File: config.mk
export PLATFORM = sky130hd
export DESIGN_NAME = qpot_spi_slave
export DESIGN_NICKNAME = d
export VERILOG_FILES = /design/src/rtl/qpot_spi_pkg.sv /design/src/rtl/qpot_spi_sync.sv /design/src/rtl/qpot_spi_hold.sv /design/src/rtl/qpot_spi_opdec.sv /design/src/rtl/qpot_spi_frame.sv /design/src/rtl/qpot_spi_slave.sv
export SDC_FILE = /design/constraint.sdc
export NUM_CORES = 1
export LEC_CHECK = 0
export ABC_AREA = 1
export ABC_CLOCK_PERIOD_IN_PS = 4100
export BUFFER_PORTS_ARGS = -buffer_cell sky130_fd_sc_hd__buf_2
export CORE_MARGIN = 4
export CORE_UTILIZATION = 61
export CTS_CLUSTER_SIZE = 8
export DETAILED_ROUTE_END_ITERATION = 12
export PLACE_DENSITY_LB_ADDON = 0.2
export SLEW_MARGIN = 5
export SYNTH_ARGS = -nofsm -noshare
export SYNTH_HDL_FRONTEND = slang
export SYNTH_SLANG_ARGS = --single-unit
File: constraint.sdc
create_clock -name clk -period 4.1 [get_ports clk]
set_input_delay 0 -clock clk [delete_from_list [all_inputs] [get_ports clk]]
set_output_delay 0 -clock clk [all_outputs]
set_load 0.01 [all_outputs]
File: src/rtl/qpot_spi_pkg.sv
package qpot_spi_pkg;

  localparam int OP_W = 4;

  typedef enum logic [3:0] {
    OP_GDR2W  = 4'b0001,
    OP_STEP   = 4'b0010,
    OP_RDSTAT = 4'b0101,
    OP_GW2DR  = 4'b1000,
    OP_RDWIP  = 4'b1001,
    OP_WRWIP  = 4'b1010,
    OP_RDDR   = 4'b1011,
    OP_WRDR   = 4'b1100,
    OP_DR2W   = 4'b1101,
    OP_W2DR   = 4'b1110
  } op_e;

  typedef enum logic [2:0] {
    LEN_NONE,
    LEN_SHORT,
    LEN_WRITE,
    LEN_READ,
    LEN_STREAM
  } len_e;

  typedef enum logic [2:0] {
    ST_IDLE,
    ST_ID,
    ST_INSTR,
    ST_DIN,
    ST_DOUT,
    ST_STEP,
    ST_DONE
  } st_e;

endpackage

File: src/rtl/qpot_spi_sync.sv
module qpot_spi_sync #(
  parameter int W = 4,
  parameter int STAGES = 2,
  parameter logic [W-1:0] INIT = '0
) (
  input  logic         clk,
  input  logic         rst,
  input  logic [W-1:0] d,
  output logic [W-1:0] q
);

  logic [W-1:0] pipe [STAGES];

  genvar s;
  generate
    for (s = 0; s < STAGES; s++) begin : g_stage
      always_ff @(posedge clk) begin
        if (rst) begin
          pipe[s] <= INIT;
        end else if (s == 0) begin
          pipe[s] <= d;
        end else begin
          pipe[s] <= pipe[(s == 0) ? 0 : s-1];
        end
      end
    end
  endgenerate

  assign q = pipe[STAGES-1];

endmodule

File: src/rtl/qpot_spi_hold.sv
module qpot_spi_hold (
  input  logic clk,
  input  logic rst,
  input  logic cs_q,
  input  logic sck_q,
  input  logic hold_q,
  output logic paused
);

  // pause state may only move while the serial clock is low
  always_ff @(posedge clk) begin
    if (rst || cs_q) begin
      paused <= 1'b0;
    end else if (!sck_q) begin
      paused <= !hold_q;
    end
  end

  // pause changes only across a low SCK level (unless select drops)
  a_r10_pause_on_low_sck: assert property (@(posedge clk) disable iff (rst)
    (paused != $past(paused)) && !$past(cs_q) |-> !$past(sck_q));

endmodule

File: src/rtl/qpot_spi_opdec.sv
module qpot_spi_opdec
  import qpot_spi_pkg::*;
(
  input  logic [OP_W-1:0] op,
  output len_e            len,
  output logic            to_bank
);

  always_comb begin
    len     = LEN_NONE;
    to_bank = 1'b0;
    case (op)
      OP_GDR2W, OP_GW2DR, OP_DR2W, OP_W2DR: len = LEN_SHORT;
      OP_WRWIP, OP_WRDR:                    len = LEN_WRITE;
      OP_RDWIP, OP_RDDR: begin
        len     = LEN_READ;
        to_bank = 1'b1;
      end
      OP_RDSTAT:                            len = LEN_READ;
      OP_STEP:                              len = LEN_STREAM;
      default:                              len = LEN_NONE;
    endcase
  end

endmodule

File: src/rtl/qpot_spi_frame.sv
module qpot_spi_frame
  import qpot_spi_pkg::*;
#(
  parameter int DATA_W = 8,
  parameter int ADDR_W = 2,
  parameter int POT_W  = 2,
  parameter int REG_W  = 2,
  parameter logic [3:0] ID_TYPE = 4'b0101
) (
  input  logic              clk,
  input  logic              rst,
  input  logic              cs_q,
  input  logic              sck_q,
  input  logic              si_q,
  input  logic              paused,
  input  logic [ADDR_W-1:0] strap,
  input  logic              wip,
  input  logic [DATA_W-1:0] rd_data,
  output logic              cmd_valid,
  output logic [OP_W-1:0]   cmd_op,
  output logic [POT_W-1:0]  cmd_pot,
  output logic [REG_W-1:0]  cmd_reg,
  output logic [DATA_W-1:0] cmd_data,
  output logic              cmd_up,
  output logic              so,
  output logic              so_oe
);

  localparam int CNT_W = $clog2(DATA_W);
  localparam int PAD_W = DATA_W - OP_W - ADDR_W;
  localparam logic [CNT_W-1:0] LAST_BIT = CNT_W'(DATA_W - 1);

  st_e               st;
  logic              cs_prev, sck_prev, armed;
  logic              cs_fall, sck_rise, sck_fall;
  logic [DATA_W-2:0] shreg;
  logic [DATA_W-1:0] byte_now, instr_q, out_sh;
  logic [CNT_W-1:0]  bitcnt;
  logic              byte_done, id_ok, drive_q, ld_is_stat;
  logic [1:0]        ld_pipe;
  logic [OP_W-1:0]   op_now;
  len_e              len_now;
  logic              bank_now;

  assign cs_fall   = cs_prev & ~cs_q;
  assign sck_rise  = sck_q & ~sck_prev & ~paused;
  assign sck_fall  = ~sck_q & sck_prev & ~paused;
  assign byte_now  = {shreg, si_q};
  assign byte_done = sck_rise && (bitcnt == LAST_BIT);
  assign op_now    = byte_now[DATA_W-1 -: OP_W];
  assign id_ok     = (byte_now[DATA_W-1 -: OP_W] == ID_TYPE) &&
                     (byte_now[ADDR_W +: PAD_W] == '0) &&
                     (byte_now[ADDR_W-1:0] == strap);

  qpot_spi_opdec u_opdec (
    .op      (op_now),
    .len     (len_now),
    .to_bank (bank_now)
  );

  always_ff @(posedge clk) begin
    if (rst) begin
      st         <= ST_IDLE;
      cs_prev    <= 1'b0;
      sck_prev   <= 1'b0;
      armed      <= 1'b0;
      shreg      <= '0;
      bitcnt     <= '0;
      instr_q    <= '0;
      out_sh     <= '0;
      drive_q    <= 1'b0;
      ld_pipe    <= '0;
      ld_is_stat <= 1'b0;
      cmd_valid  <= 1'b0;
      cmd_op     <= '0;
      cmd_pot    <= '0;
      cmd_reg    <= '0;
      cmd_data   <= '0;
      cmd_up     <= 1'b0;
      so         <= 1'b0;
      so_oe      <= 1'b0;
    end else begin
      cs_prev   <= cs_q;
      sck_prev  <= sck_q;
      cmd_valid <= 1'b0;
      ld_pipe   <= {ld_pipe[0], 1'b0};
      so_oe     <= drive_q & ~paused & ~cs_q;
      if (cs_fall) armed <= 1'b1;

      if (cs_q) begin
        st      <= ST_IDLE;
        bitcnt  <= '0;
        drive_q <= 1'b0;
        ld_pipe <= '0;
      end else if (cs_fall) begin
        st      <= ST_ID;
        bitcnt  <= '0;
        drive_q <= 1'b0;
      end else begin
        if (sck_rise && st != ST_IDLE && st != ST_DONE) begin
          shreg  <= byte_now[DATA_W-2:0];
          bitcnt <= bitcnt + 1'b1;
        end
        case (st)
          ST_ID: if (byte_done) st <= id_ok ? ST_INSTR : ST_DONE;
          ST_INSTR: if (byte_done) begin
            instr_q <= byte_now;
            cmd_op  <= op_now;
            cmd_reg <= byte_now[POT_W +: REG_W];
            cmd_pot <= byte_now[POT_W-1:0];
            case (len_now)
              LEN_SHORT: begin
                cmd_valid <= 1'b1;
                st        <= ST_DONE;
              end
              LEN_WRITE:  st <= ST_DIN;
              LEN_READ: begin
                cmd_valid  <= bank_now;
                ld_is_stat <= !bank_now;
                ld_pipe    <= 2'b01;
                st         <= ST_DOUT;
              end
              LEN_STREAM: st <= ST_STEP;
              default:    st <= ST_DONE;
            endcase
          end
          ST_DIN: if (byte_done) begin
            cmd_valid <= 1'b1;
            cmd_op    <= instr_q[DATA_W-1 -: OP_W];
            cmd_reg   <= instr_q[POT_W +: REG_W];
            cmd_pot   <= instr_q[POT_W-1:0];
            cmd_data  <= byte_now;
            st        <= ST_DONE;
          end
          ST_STEP: if (sck_rise) begin
            cmd_valid <= 1'b1;
            cmd_op    <= OP_STEP;
            cmd_pot   <= instr_q[POT_W-1:0];
            cmd_reg   <= instr_q[POT_W +: REG_W];
            cmd_up    <= si_q;
          end
          ST_DOUT: begin
            if (ld_pipe[1]) begin
              out_sh <= ld_is_stat ? {{(DATA_W-1){1'b0}}, wip} : rd_data;
            end else if (sck_fall) begin
              so      <= out_sh[DATA_W-1];
              out_sh  <= {out_sh[DATA_W-2:0], 1'b0};
              drive_q <= 1'b1;
            end
          end
          default: ;
        endcase
      end
    end
  end

  // SO released once select is high
  a_r11_release_when_deselected: assert property (@(posedge clk) disable iff (rst)
    cs_q |=> !so_oe);
  // SO released during a pause
  a_r10_release_when_paused: assert property (@(posedge clk) disable iff (rst)
    paused |=> !so_oe);
  // nothing is strobed before a select edge was seen
  a_r1_silent_until_armed: assert property (@(posedge clk) disable iff (rst)
    !armed |-> !cmd_valid);
  // SO moves only after a falling serial clock edge
  a_r6_so_on_falling_edge: assert property (@(posedge clk) disable iff (rst)
    (so != $past(so)) |-> $past(sck_fall));
  // only defined opcodes are ever strobed
  a_r9_defined_ops_only: assert property (@(posedge clk) disable iff (rst)
    cmd_valid |-> (cmd_op inside {OP_GDR2W, OP_STEP, OP_GW2DR, OP_RDWIP, OP_WRWIP,
                                  OP_RDDR, OP_WRDR, OP_DR2W, OP_W2DR}));
  // a strobe comes only from a phase reached through a matching first byte
  a_r2_strobe_after_id: assert property (@(posedge clk) disable iff (rst)
    cmd_valid |-> ($past(st) inside {ST_INSTR, ST_DIN, ST_STEP}));
  // step strobes come only from the streaming phase
  a_r8_step_from_stream: assert property (@(posedge clk) disable iff (rst)
    cmd_valid && (cmd_op == OP_STEP) |-> $past(st == ST_STEP));

endmodule

File: src/rtl/qpot_spi_slave.sv
module qpot_spi_slave #(
  parameter int DATA_W = 8,
  parameter int ADDR_W = 2,
  parameter int POT_W = 2,
  parameter int REG_W = 2,
  parameter int SYNC_STAGES = 2,
  parameter logic [3:0] ID_TYPE = 4'b0101
) (
  input  logic              clk,
  input  logic              rst,
  input  logic              spi_sck,
  input  logic              spi_cs_n,
  input  logic              spi_si,
  input  logic              spi_hold_n,
  input  logic [ADDR_W-1:0] addr_strap,
  input  logic              wip,
  input  logic [DATA_W-1:0] rd_data,
  output logic              spi_so,
  output logic              spi_so_oe,
  output logic              cmd_valid,
  output logic [3:0]        cmd_op,
  output logic [POT_W-1:0]  cmd_pot,
  output logic [REG_W-1:0]  cmd_reg,
  output logic [DATA_W-1:0] cmd_data,
  output logic              cmd_up
);

  localparam int NSIG = 4;
  // bit order {cs, sck, si, hold}; select starts low so a held-low select is no edge
  localparam logic [NSIG-1:0] SYNC_INIT = 4'b0001;

  logic [NSIG-1:0] raw, synced;
  logic            cs_q, sck_q, si_q, hold_q, paused;

  assign raw = {spi_cs_n, spi_sck, spi_si, spi_hold_n};
  assign {cs_q, sck_q, si_q, hold_q} = synced;

  qpot_spi_sync #(.W(NSIG), .STAGES(SYNC_STAGES), .INIT(SYNC_INIT)) u_sync (
    .clk (clk),
    .rst (rst),
    .d   (raw),
    .q   (synced)
  );

  qpot_spi_hold u_hold (
    .clk    (clk),
    .rst    (rst),
    .cs_q   (cs_q),
    .sck_q  (sck_q),
    .hold_q (hold_q),
    .paused (paused)
  );

  qpot_spi_frame #(
    .DATA_W (DATA_W),
    .ADDR_W (ADDR_W),
    .POT_W  (POT_W),
    .REG_W  (REG_W),
    .ID_TYPE(ID_TYPE)
  ) u_frame (
    .clk       (clk),
    .rst       (rst),
    .cs_q      (cs_q),
    .sck_q     (sck_q),
    .si_q      (si_q),
    .paused    (paused),
    .strap     (addr_strap),
    .wip       (wip),
    .rd_data   (rd_data),
    .cmd_valid (cmd_valid),
    .cmd_op    (cmd_op),
    .cmd_pot   (cmd_pot),
    .cmd_reg   (cmd_reg),
    .cmd_data  (cmd_data),
    .cmd_up    (cmd_up),
    .so        (spi_so),
    .so_oe     (spi_so_oe)
  );

endmodule

# Word level (Yosys, flattened, before mapping)
# Memories as Yosys holds them, arrays and structs flattened.
# Index checks and enable logic that the tools add are counted.
classes:
  n_eq_ne: 29
  magnitude_cmp: 0
  mux: 38
  n_reduce_logical: 32
  add_sub_neg: 1
  n_shift: 0
  mul: 0
  bitwise_logic: 17
  div_mod_pow: 0
ops:
  columns: ["cell", "n"]
  rows:
  - ["$eq 4x4->1 const B", 7]
  - ["$mux 8", 3]
  - ["$reduce_and 4->1", 6]
  - ["$mux 2", 10]
  - ["$mux 4", 5]
  - ["$pmux 3 s3", 2]
  - ["$eq 3x2->1 const B", 4]
  - ["$eq 3x3->1 const B", 4]
  - ["$mux 3", 4]
  - ["$pmux 2 s3", 2]
  - ["$pmux 3 s4", 1]
  - ["$pmux 4 s3", 1]
  - ["$reduce_and 5->1", 2]
  - ["$ne 3x1->1 const B", 3]
  - ["$reduce_bool 3->1", 3]
  - ["$mux 1", 8]
  - ["$ne 2x1->1 const B", 4]
  - ["$not 1->1", 8]
  - ["$and 1x1->1", 7]
  - ["$eq 3x1->1 const B", 2]
  - ["$reduce_and 3->1", 2]
  - ["$reduce_and 6->1", 1]
  - ["$reduce_or 2->1", 3]
  - ["$reduce_or 3->1", 2]
  - ["other kinds (17)", 23]
word_totals:
  n_memories: 1
  output_inout_bits: 20
  register_bits: 56
  romBits: 0
  latch_bits: 0
  mem_bits_rw: 8
mem_list:
  columns: ["memory", "words", "word_bits", "read_ports", "rd_clocked_by_memory_dff", "write_ports", "line_no", "text"]
  rows:
  - ["u_sync.pipe", 2, 4, 2, 0, 2, "qpot_spi_sync.sv:12", "logic [W-1:0] pipe [STAGES];"]

# Depth between registers and ports, before layout
# Gate-level depths: netlist (run 1).
depth:
  word_depth: 8
  mapped_depth: 10
  ltp_nobuf: 9

# Modules after synthesis
# A second synthesis (run 1) with hierarchy kept.
hier_totals:
  cells_unflattened: 453
  area_unflattened_um2: 3005.4
by_module_without_submodules:
  columns: ["mod", "cells_per_inst", "n_inst", "seq_area_each_um2", "area_each_um2"]
  rows:
  - ["qpot_spi_frame", 405, 1, 1101.1, 2662.6]
  - ["qpot_spi_sync", 25, 1, 160.2, 224.0]
  - ["qpot_spi_opdec", 16, 1, 0.0, 76.3]
  - ["qpot_spi_hold", 7, 1, 20.0, 42.5]

# Least setup slack after synthesis (run 1)
# OpenSTA, ideal clock, no wires.
synth_timing:
  kind: "reg2reg"
  from: "register u_frame.bitcnt[0]"
  to: "register u_frame.st[1]"
  setup_time_ns: 0.116
  required_ns: 3.984
  slack_ns: 2.651
  arrival_time_ns: 1.333
  stages_incl_launch_ff: 8
  synth_period_minus_slack_ns: 1.449
  cell_sequence: "dfxtp_1 > ha_1 > ha_1 > nand4_4 > nor2_2 > buf_4 > o21ai_0 > and3_1"
synth_between:
  elab_chain_len: 4
  elab_cells_between_ends: 6
synth_rtl:
  columns: ["element", "line_no", "text"]
  rows:
  - ["start, declared", "qpot_spi_frame.sv:38", "logic [CNT_W-1:0] bitcnt;"]
  - ["start signal, assigned", "qpot_spi_frame.sv:102", "bitcnt <= bitcnt + 1'b1;"]
  - ["$eq 3x3->1 *", "qpot_spi_frame.sv:49", "assign byte_done = sck_rise && (bitcnt == LAST_BIT);"]
  - ["$logic_and 1x1->1 *", "qpot_spi_frame.sv:49", null]
  - ["$ne 2x1->1 (no source line)", null, null]
  - ["$reduce_and 4->1 (no source line) *", null, null]
  - ["end signal, assigned", "qpot_spi_frame.sv:105", "ST_ID: if (byte_done) st <= id_ok ? ST_INSTR : ST_DONE;"]
  - ["end, declared", "qpot_spi_frame.sv:33", "st_e st;"]
# Every way passes the cells marked *; elsewhere a longest branch is shown, timed or not.
# A chain may end at the register's enable or synchronous reset.

==> impl_metrics.tcl, run 1 <==
set metrics [dict create \
    synth_compound_area_frac 0.130 \
    muxShareOfSynthArea 0 \
    clock_sinks 64 \
    reg2reg_to "u_frame.out_sh[1]" \
    finalCriticalPeriod_ps 1920 \
    path_buf_inv 1 \
    dp_hpwl_mm 4.02 \
    ys_ff_latch 64 \
    worstHoldPathType "input pin to flip-flop" \
    status "finished, final reports clean" \
    grt_pass1_vias 2349 \
    post-route-period-util 0.468 \
    wl_per_cell_um 12.3 \
    internal_power_mw 1.03 \
    crit_arrival_ps 2120 \
    initial_core_util 0.640 \
    drive_gt1_frac 0.185 \
    cts_max_level 3 \
    crit_path_end_kind "flip-flop" \
    rows 24 \
    nFillCells 354 \
    relSlewSlack 0.485 \
    cts-root-buf "clkbuf_8" \
    holdPathEnd "u_frame.out_sh[3]" \
    clock_path_buffers 2 \
    cp-start-kind "flip-flop" \
    finalPower_mw 1.29 \
    fmax_mhz 521 \
    dieArea_sq_mm 0.00582 \
    critical_path.max_fanout 34 \
    synth_area_sq_mm 0.00284 \
    clk_pin_slew_ps 60 \
    grt_usage 0.220 \
    postPlaceCellArea_sq_mm 0.00301 \
    ctsHoldBuffers 4 \
    setup_violations 0 \
    synthSimpleGateAreaFrac 0.320 \
    worstSkewPairLatency_ps 340 \
    final_area_sq_mm 0.00328 \
    holdCritStartpoint "rd_data[3]" \
    yosysSeqAreaShare 0.451 \
    ios 37 \
    dr_total_vias 2555 \
    tightest_slew_ps 771 \
    hold_depth 5 \
    die_y_um 76.3 \
    layout.nets 442 \
    cts_resized 0 \
    final.setup_skew_ps 7.61 \
    ir_drop_v 0.000258 \
    dr.pass1.iters 4 \
    setup_tns_ps 0 \
    die_x_um 76.3 \
    drc 0 \
    gp_congestion 0.895 \
    syn_nets 407 \
    antenna_found_initial 0 \
    synth_top_family_by_area "simple AND/OR/NAND/NOR gates" \
    cap_violations 0 \
    pwr-share-seq 0.490 \
    avgSynthCellArea_sq_um 7.33 \
    grt_pass1_wl_mm 10.5 \
    ant_nets 0 \
    syn_to_final_growth_pct 15.4 \
    power_leakage_nw 1.39 \
    cts_buffers 9 \
    grt_setup_unrepaired "no" \
    grt_max_degree 40 \
    crit_required_ps 4310 \
    sw_frac_of_total 0.197 \
    crit_type "flip-flop to flip-flop" \
    power_frac_clock 0.479 \
    drtIter0Drc 162 \
    design.core.area_sq_mm 0.00444 \
    p_comb_frac 0.031 \
    synthDistinctLibCells 33 \
    hold_viol_final 0 \
    max_stage_delay_ps 600 \
    synth_cells 388 \
    path_cells "nor2_4, inv_2, nor2_1, nand2_1, o21ai_0, a21oi_1" \
    crit_family "simple AND/OR/NAND/NOR gates" \
    cpMaxStageDelayCell "nor2_4" \
    portBuffers 36 \
    slew_violations 0 \
    tritoncts "done" \
    grt-ovfl-total 0 \
    routed_wl_mm 5.92 \
    synth_xor_area_frac 0.00924 \
    rr_startpoint "u_sync.pipe[1][3]" \
    worstRegToRegCells 6 \
    p_sw_uw 254 \
    rrSetupSlack_ps 2180 \
    via_per_inst 5.32 \
    yosysWarnings 0 \
    power_density_mw_per_mm2 393 \
    diodes 0 \
    synthAdderAreaFrac 0.00880 \
    post-cts-setup-buffers 0 \
]
-- worst register-to-register path, cell delays in order, from the launching register on --
cell	delay (ps)
dfxtp_1	360
nor2_4	600
inv_2	80
nor2_1	120
nand2_1	270
o21ai_0	290
a21oi_1	60
-- power by group through the flow --
stage	clock network, mW	registers [mW]	logic (mW)
2_1_floorplan	0	0.643	0.0256
3_3_place_gp	0	0.644	0.0364
3_5_place_dp	0	0.644	0.0373
4_1_cts	0.628	0.630	0.0404
5_1_grt	0.663	0.630	0.0457
6_report	0.617	0.631	0.0402
-- cell usage in the layout (no fill, tap or decap) --
| master | count |
|---|---|
| nand2_1 | 69 |
| dfxtp_1 | 64 |
| nor2_1 | 53 |
| nand3_1 | 47 |
| a21oi_1 | 37 |
| buf_2 | 36 |
| inv_1 | 30 |
| o21ai_0 | 29 |
| clkbuf_8 | 12 |
| inv_2 | 6 |
| nand2_2 | 5 |
| dlygate4sd3_1 | 4 |
| nor2_4 | 3 |
| xor2_1 | 3 |
| nand2_4 | 3 |
| nand4_1 | 3 |
| nor2_2 | 2 |
| inv_4 | 2 |
| or2_2 | 2 |
| ha_1 | 2 |
| clkbuf_1 | 2 |
| bufinv_16 | 2 |
| clkinv_1 | 1 |
| o21ai_1 | 1 |
| nand4_4 | 1 |
| a211oi_2 | 1 |
| nor2_8 | 1 |
| o21ai_2 | 1 |
| nor3_2 | 1 |
| nand3_2 | 1 |
| nor3_1 | 1 |
| a31oi_1 | 1 |
| o211ai_1 | 1 |
| and3_1 | 1 |
-- synth_stat cells, drive strengths merged --
| master | number | area, sq um |
|---|---|---|
| a211oi | 1 | 12.5 |
| o21ai | 31 | 159 |
| nor2 | 59 | 265 |
| clkinv | 1 | 3.75 |
| and3 | 1 | 6.26 |
| a21oi | 37 | 185 |
| ha | 2 | 25.0 |
| o211ai | 1 | 7.51 |
| dfxtp | 64 | 1280 |
| buf | 9 | 52.6 |
| inv | 38 | 148 |
| nand4 | 4 | 40.0 |
| nand3 | 48 | 245 |
| nand2 | 77 | 324 |
| clkbuf | 7 | 27.5 |
| a31oi | 1 | 6.26 |
| nor3 | 2 | 15.0 |
| or2 | 2 | 12.5 |
| xor2 | 3 | 26.3 |
-- cells by family after synthesis --
logic type / count (synthesis)
AOI/OAI and AO/OA: 71
xor gates and xnor gates: 3
buffers and inverters: 55
and+or+nand+nor: 193
adders and majority gates: 2
DFF: 64
-- through the flow --
stage	hold slack, ps	std cells	util	setup WS, ps
final	77.4	480	0.738	2180
after floorplan	104	388	-	2650
after detailed placement	188	460	0.677	2210
after global routing	120	480	0.738	1940
after CTS	67.1	480	0.738	2160
after global placement	183	460	0.677	2320
-- worst max-delay path by stage --
stage,startpoint,end,slack [ps],cells after the start
floorplan,u_frame.bitcnt[0],u_frame.st[1],2650,7
global placement,u_sync.pipe[1][3],u_frame.out_sh[1],2320,6
detailed placement,u_frame.bitcnt[0],u_frame.instr_q[2],2210,7
CTS,u_sync.pipe[1][3],u_frame.out_sh[1],2160,6
global route,u_sync.pipe[1][3],u_frame.out_sh[1],1940,6
finish,u_sync.pipe[1][3],u_frame.out_sh[1],2180,6
-- metal layers --
| metal | share of wire | wire length, um | GRT usage | vias up |
|---|---|---|---|---|
| met2 | 0.46 | 2690 | 0.351 | 64 |
| met3 | 0.052 | 306 | 0.0378 | 11 |
| li1 | - | - | - | 1332 |
| met4 | 0.015 | 87 | 0.109 | 0 |
| met5 | 0 | 0 | 0 | - |
| met1 | 0.48 | 2830 | 0.288 | 1148 |
-- final cells by class --
class,instances,area (sq um),share of cell area
inverter,39,151,0.0461
clock inverter,2,60.1,0.0183
multi-input combinational,269,1330,0.405
sequential,64,1280,0.391
timing repair buffer,40,220,0.0671
tap,52,65.1,0.0198
clock buffer,14,173,0.0526
Power figures use the tool's default switching activity.
==> run 2: changes to the inputs <==
Settings changed: ABC_CLOCK_PERIOD_IN_PS 4100 to 2000, CORE_UTILIZATION 61 to 57.
Clock period 4.1 ns to 2 ns, I/O delays scaled along.
==> impl_metrics.tcl, run 2 (synthesis results as in run 1) <==
set metrics [dict create \
    ios 37 \
    crit_path_end_kind "flip-flop" \
    crit_arrival_ps 1840 \
    slew_violations 0 \
    dp_hpwl_mm 4.16 \
    clk_pin_slew_ps 60 \
    final.setup_skew_ps 8.00 \
    routed_wl_mm 5.78 \
    initial_core_util 0.594 \
    clock_sinks 64 \
    area.sequential_sq_mm 0.00128 \
    path_cells "ha_1, ha_1, nand4_4, nor2_2, nand2_1, nand2_1, a21oi_1" \
    finalCriticalPeriod_ps 1640 \
    tightest_slew_ps 485 \
    dieArea_sq_mm 0.00618 \
    cts_max_level 3 \
    pwr-share-seq 0.566 \
    final_common_cell "nand2_1" \
    antenna_found_initial 0 \
    setup_tns_ps 0 \
    cts-root-buf "clkbuf_8" \
    post-cts-setup-buffers 0 \
    grt_pass1_vias 2185 \
    wl_per_cell_um 11.6 \
    clock_path_buffers 2 \
    drc 0 \
    multi_input_area_sq_mm 0.00133 \
    design.core.area_sq_mm 0.00479 \
    p_comb_frac 0.038 \
    ctsHoldBuffers 4 \
    grt_usage 0.200 \
    cts_buffers 9 \
    layout.nets 447 \
    post-route-period-util 0.818 \
    fmax_mhz 611 \
    critical_path.max_fanout 8 \
    dr.pass1.iters 4 \
    dp_slack_ps 386 \
    power_density_mw_per_mm2 701 \
    grt_max_degree 31 \
    nFillCells 419 \
    power_leakage_nw 1.38 \
    cp-start-kind "flip-flop" \
    worstHoldPathType "input pin to flip-flop" \
    hold_viol_final 0 \
    grt_pass1_wl_mm 9.76 \
    power_frac_clock 0.396 \
    dr_total_vias 2557 \
    drtIter0Drc 179 \
    cap_violations 0 \
    gp_congestion 0.899 \
    status "finished, final reports clean" \
    crit_type "flip-flop to flip-flop" \
    sw_frac_of_total 0.218 \
    setup_violations 0 \
    via_per_inst 5.13 \
    crit_required_ps 2210 \
    relSlewSlack 0.676 \
    drive_gt1_frac 0.188 \
    syn_to_final_growth_pct 14.6 \
    internal_power_mw 1.79 \
    die_x_um 78.6 \
    ant_nets 0 \
    setup_slack_ps 364 \
    rows 25 \
    max_stage_delay_ps 350 \
    grt-ovfl-total 0 \
    die_y_um 78.6 \
    portBuffers 36 \
    worstSkewPairLatency_ps 330 \
    tritoncts "done" \
    ir_drop_v 0.000495 \
    diodes 0 \
    cpMaxStageDelayCell "dfxtp_1" \
    final_cell_mix "nand2_1 (69), dfxtp_1 (64), nor2_1 (53)" \
    cts_resized 0 \
    grt_setup_unrepaired "no" \
    p_sw_uw 497 \
]
-- run 2: cell types whose count changed in the layout (fill, tap and decap cells not counted), sizes merged --
cell,delta
clkinv,+1
buf,+5
bufinv,-2
clkbuf,-1
-- run 2: metrics by stage --
step	cell area (sq um)	hold WS, ps	total power [mW]	util	std cells
final	3260	49.6	2.28	0.681	498
after global routing	3260	74.5	2.38	0.681	498
after CTS	3260	42.4	2.30	0.681	498
after detailed placement	3060	186	1.40	0.640	480
after global placement	3060	183	1.40	0.640	480
after floorplan	2840	104	1.37	-	388
-- run 2: critical path, delay by kind of cell (launching register included) --
| family | cells | cell delay (ps) |
|---|---|---|
| flip-flops | 1 | 350 |
| AND/OR/NAND/NOR | 4 | 730 |
| adder cells (fa/ha/maj) | 2 | 370 |
| AO/OA/AOI/OAI | 1 | 70 |
-- run 2: area by class of cell --
class                      instances  share of cell area
timing repair buffer              45              0.0791
inverter                          39              0.0465
multi-input combinational        269               0.408
tap                               67              0.0257
clock buffer                      13              0.0457
clock inverter                     1             0.00154
sequential                        64               0.393
-- run 2: metal layers --
layer / vias up / share of wire / global-route usage
met1: 1149 / 0.47 / 0.265
met4: 0 / 0.012 / 0.0804
li1: 1334 / - / -
met3: 7 / 0.060 / 0.0528
met2: 67 / 0.46 / 0.307
met5: - / 0 / 0
-- run 2: final timing paths --
path                                         from            endpoint  slack [ps]  depth (start not counted)
worst max-delay path            u_frame.bitcnt[0]  u_frame.instr_q[3]         360                          7
worst min-delay path                          rst    u_frame.shreg[4]          50                          2
worst max register to register  u_frame.bitcnt[0]  u_frame.instr_q[3]         360                          7
worst min register to register      u_hold.paused       u_frame.so_oe         400                          1
-- run 2: power groups by stage --
| stage | registers [mW] | logic [mW] | clock network (mW) |
|---|---|---|---|
| 2_1_floorplan | 1.32 | 0.0525 | 0 |
| 3_3_place_gp | 1.32 | 0.0803 | 0 |
| 3_5_place_dp | 1.32 | 0.0809 | 0 |
| 4_1_cts | 1.29 | 0.0872 | 0.924 |
| 5_1_grt | 1.29 | 0.0988 | 0.985 |
| 6_report | 1.29 | 0.0866 | 0.904 |
==> run 3: changes to the inputs <==
Settings changed: ABC_AREA 1 to 0, ABC_CLOCK_PERIOD_IN_PS 2000 to 1450, CORE_UTILIZATION 57 to 51.
Clock period 2 ns to 1.45 ns, I/O delays scaled along.
==> impl_metrics.tcl, run 3 <==
set metrics [dict create \
    layout.nets 389 \
    area.sequential_sq_mm 0.00129 \
    post-route-period-util 1.13 \
    cap_violations 0 \
    drtIter0Drc 89 \
    grt-ovfl-total 0 \
    grt_setup_unrepaired "yes" \
    crit_path_end_kind "flip-flop" \
    crit_type "flip-flop to flip-flop" \
    nFillCells 380 \
    power_frac_clock 0.479 \
    yosysWarnings 0 \
    grt_max_degree 23 \
    p_sw_uw 765 \
    antenna_found_initial 0 \
    drc 0 \
    power_leakage_nw 1.73 \
    postSynth.asyncResetShare 0 \
    dieArea_sq_mm 0.00657 \
    cts-root-buf "clkbuf_8" \
    rows 26 \
    synth_top_area_cell "dfxtp_1" \
    wl_per_cell_um 14.9 \
    design.core.area_sq_mm 0.00514 \
    synth_edf_count 0 \
    routed_wl_mm 6.61 \
    sw_frac_of_total 0.206 \
    yosys-top-cells-count "dfxtp_1 (64), nor2_1 (50), mux2i_1 (26)" \
    tritoncts "done" \
    dr_total_vias 2377 \
    power_density_mw_per_mm2 956 \
    worstHoldPathType "input pin to flip-flop" \
    worstRegToRegCells 6 \
    synth_top_area_frac 0.471 \
    clock_path_buffers 2 \
    synthDistinctLibCells 52 \
    cts_max_level 3 \
    gp_congestion 0.825 \
    grt_pass1_wl_mm 10.2 \
    ant_nets 0 \
    ir_drop_v 0.000944 \
    cp-start-kind "flip-flop" \
    finalCriticalPeriod_ps 1630 \
    cp-startpoint "u_sync.pipe[1][2]" \
    syn_nets 304 \
    relSlewSlack 0.737 \
    cp-endpoint "u_frame.out_sh[4]" \
    setup_tns_ps -3840 \
    synth_cells 285 \
    portBuffers 36 \
    dp_hpwl_mm 4.27 \
    crit_required_ps 1710 \
    internal_power_mw 2.95 \
    clk_pin_slew_ps 70 \
    violations "setup timing" \
    status "finished with violations" \
    fmax_mhz 613 \
    syn_to_final_growth_pct 42.9 \
    ys_top_cells_by_area "dfxtp_1 (47%), mux2i_1 (9.6%), nor2_1 (6.9%)" \
    cts_buffers 9 \
    synth_area_sq_mm 0.00272 \
    clock_sinks 64 \
    slew_violations 0 \
    ys_ff_latch 64 \
    multi_input_area_sq_mm 0.00156 \
    rr_startpoint "u_sync.pipe[1][2]" \
    final_common_cell "dfxtp_1" \
    pwr-share-seq 0.479 \
    die_x_um 81.0 \
    dr.pass1.iters 4 \
    tightest_slew_ps 390 \
    hold_viol_final 0 \
    critical_path.max_fanout 7 \
    yosysSeqAreaShare 0.471 \
    postPlaceCellArea_sq_mm 0.00332 \
    drive_gt1_frac 0.408 \
    grt_pass1_vias 2234 \
    ios 37 \
    via_per_inst 5.34 \
    reg2reg_to "u_frame.out_sh[4]" \
    grt_usage 0.205 \
    utilization 0.757 \
    initial_core_util 0.529 \
    synthMostInstantiatedCell "dfxtp_1" \
    yosys_most_used_dff "dfxtp_1" \
    final_cell_mix "dfxtp_1 (57), nor2_1 (40), buf_4 (39)" \
    final_area_sq_mm 0.00389 \
    rrSetupSlack_ps -180 \
    p_comb_frac 0.042 \
    setup_violations 34 \
    worstSkewPairLatency_ps 340 \
    final.setup_skew_ps 7.21 \
    die_y_um 81.0 \
    diodes 0 \
    crit_arrival_ps 1890 \
    avgSynthCellArea_sq_um 9.55 \
    setup_slack_ps -182 \
]
==> run 3: cell count changes after synthesis, moves of 11 or more <==
| cell | delta |
|---|---|
| nand2_1 | -60 |
| inv_1 | -26 |
| nand3_1 | -40 |
| a21oi_1 | -27 |
| mux2i_1 | +26 |
| o21ai_0 | -24 |
| nor2b_1 | +11 |
==> run 3: logic make-up after synthesis <==
family / synth area share
AND/OR/NAND/NOR: 0.196
flip-flops: 0.471
AO/OA/AOI/OAI: 0.171
multiplexers: 0.0998
buffers and inverters: 0.0368
XOR/XNOR: 0.0161
adder cells (fa/ha/maj): 0.00919
==> run 3: how the worst min path moves through the flow <==
stage,start,to,slack (ps),depth (start not counted)
final,rd_data[6],u_frame.out_sh[6],40,3
after global routing,rd_data[1],u_frame.out_sh[1],40,3
after CTS,rd_data[3],u_frame.out_sh[3],20,3
after detailed placement,spi_hold_n,u_sync.pipe[0][0],190,2
after global placement,spi_hold_n,u_sync.pipe[0][0],190,2
after floorplan,spi_hold_n,u_sync.pipe[0][0],100,1
==> run 3: repair_timing <==
item | CTS | global route
pin swaps | 7 | 12
resized for setup | 10 | 28
gates cloned | 0 | 2
setup endpoints to repair | 36 | 47
buffers inserted | 1 | 7
hold buffers | 6 | 0
endpoints found under the hold margin | 9 | 0
==> run 3: through the flow <==
stage | total power, mW | hold slack, ps | setup slack, ps | instances
floorplan | 1.88 | 104 | -121 | 285
global placement | 1.94 | 189 | -121 | 413
detailed placement | 1.94 | 188 | -191 | 413
CTS | 3.74 | 23.4 | -169 | 436
global route | 3.85 | 37.6 | -241 | 445
finish | 3.72 | 38.2 | -182 | 445
==> run 3: cell type report <==
type | instances | area share
clock inverter | 4 | 0.0193
sequential | 64 | 0.332
inverter | 5 | 0.00483
timing repair buffer | 91 | 0.179
tap | 70 | 0.0225
clock buffer | 12 | 0.0425
multi-input combinational | 199 | 0.401
==> run 3: routing by layer <==
layer / track usage / up-vias / wire length, um
met2: 0.337 / 64 / 3340
met3: 0.0543 / 13 / 352
li1: - / 1190 / -
met1: 0.248 / 1110 / 2770
met5: 0 / - / 0
met4: 0.0980 / 0 / 150
==> run 3: worst max-delay path, stage by stage (launching register included) <==
cell and delay [ps]:
dfxtp_2 320, or3b_4 420, a2111oi_4 290, buf_4 190
clkbuf_16 160, nor2_4 30, a211oi_2 140
==> run 3: power by group through the flow <==
stage                     logic, mW  clock network [mW]  registers, mW
after detailed placement      0.123                   0           1.82
after CTS                     0.140                1.82           1.78
after global placement        0.122                   0           1.82
after floorplan              0.0645                   0           1.82
after global routing          0.167                1.91           1.78
final                         0.155                1.78           1.78
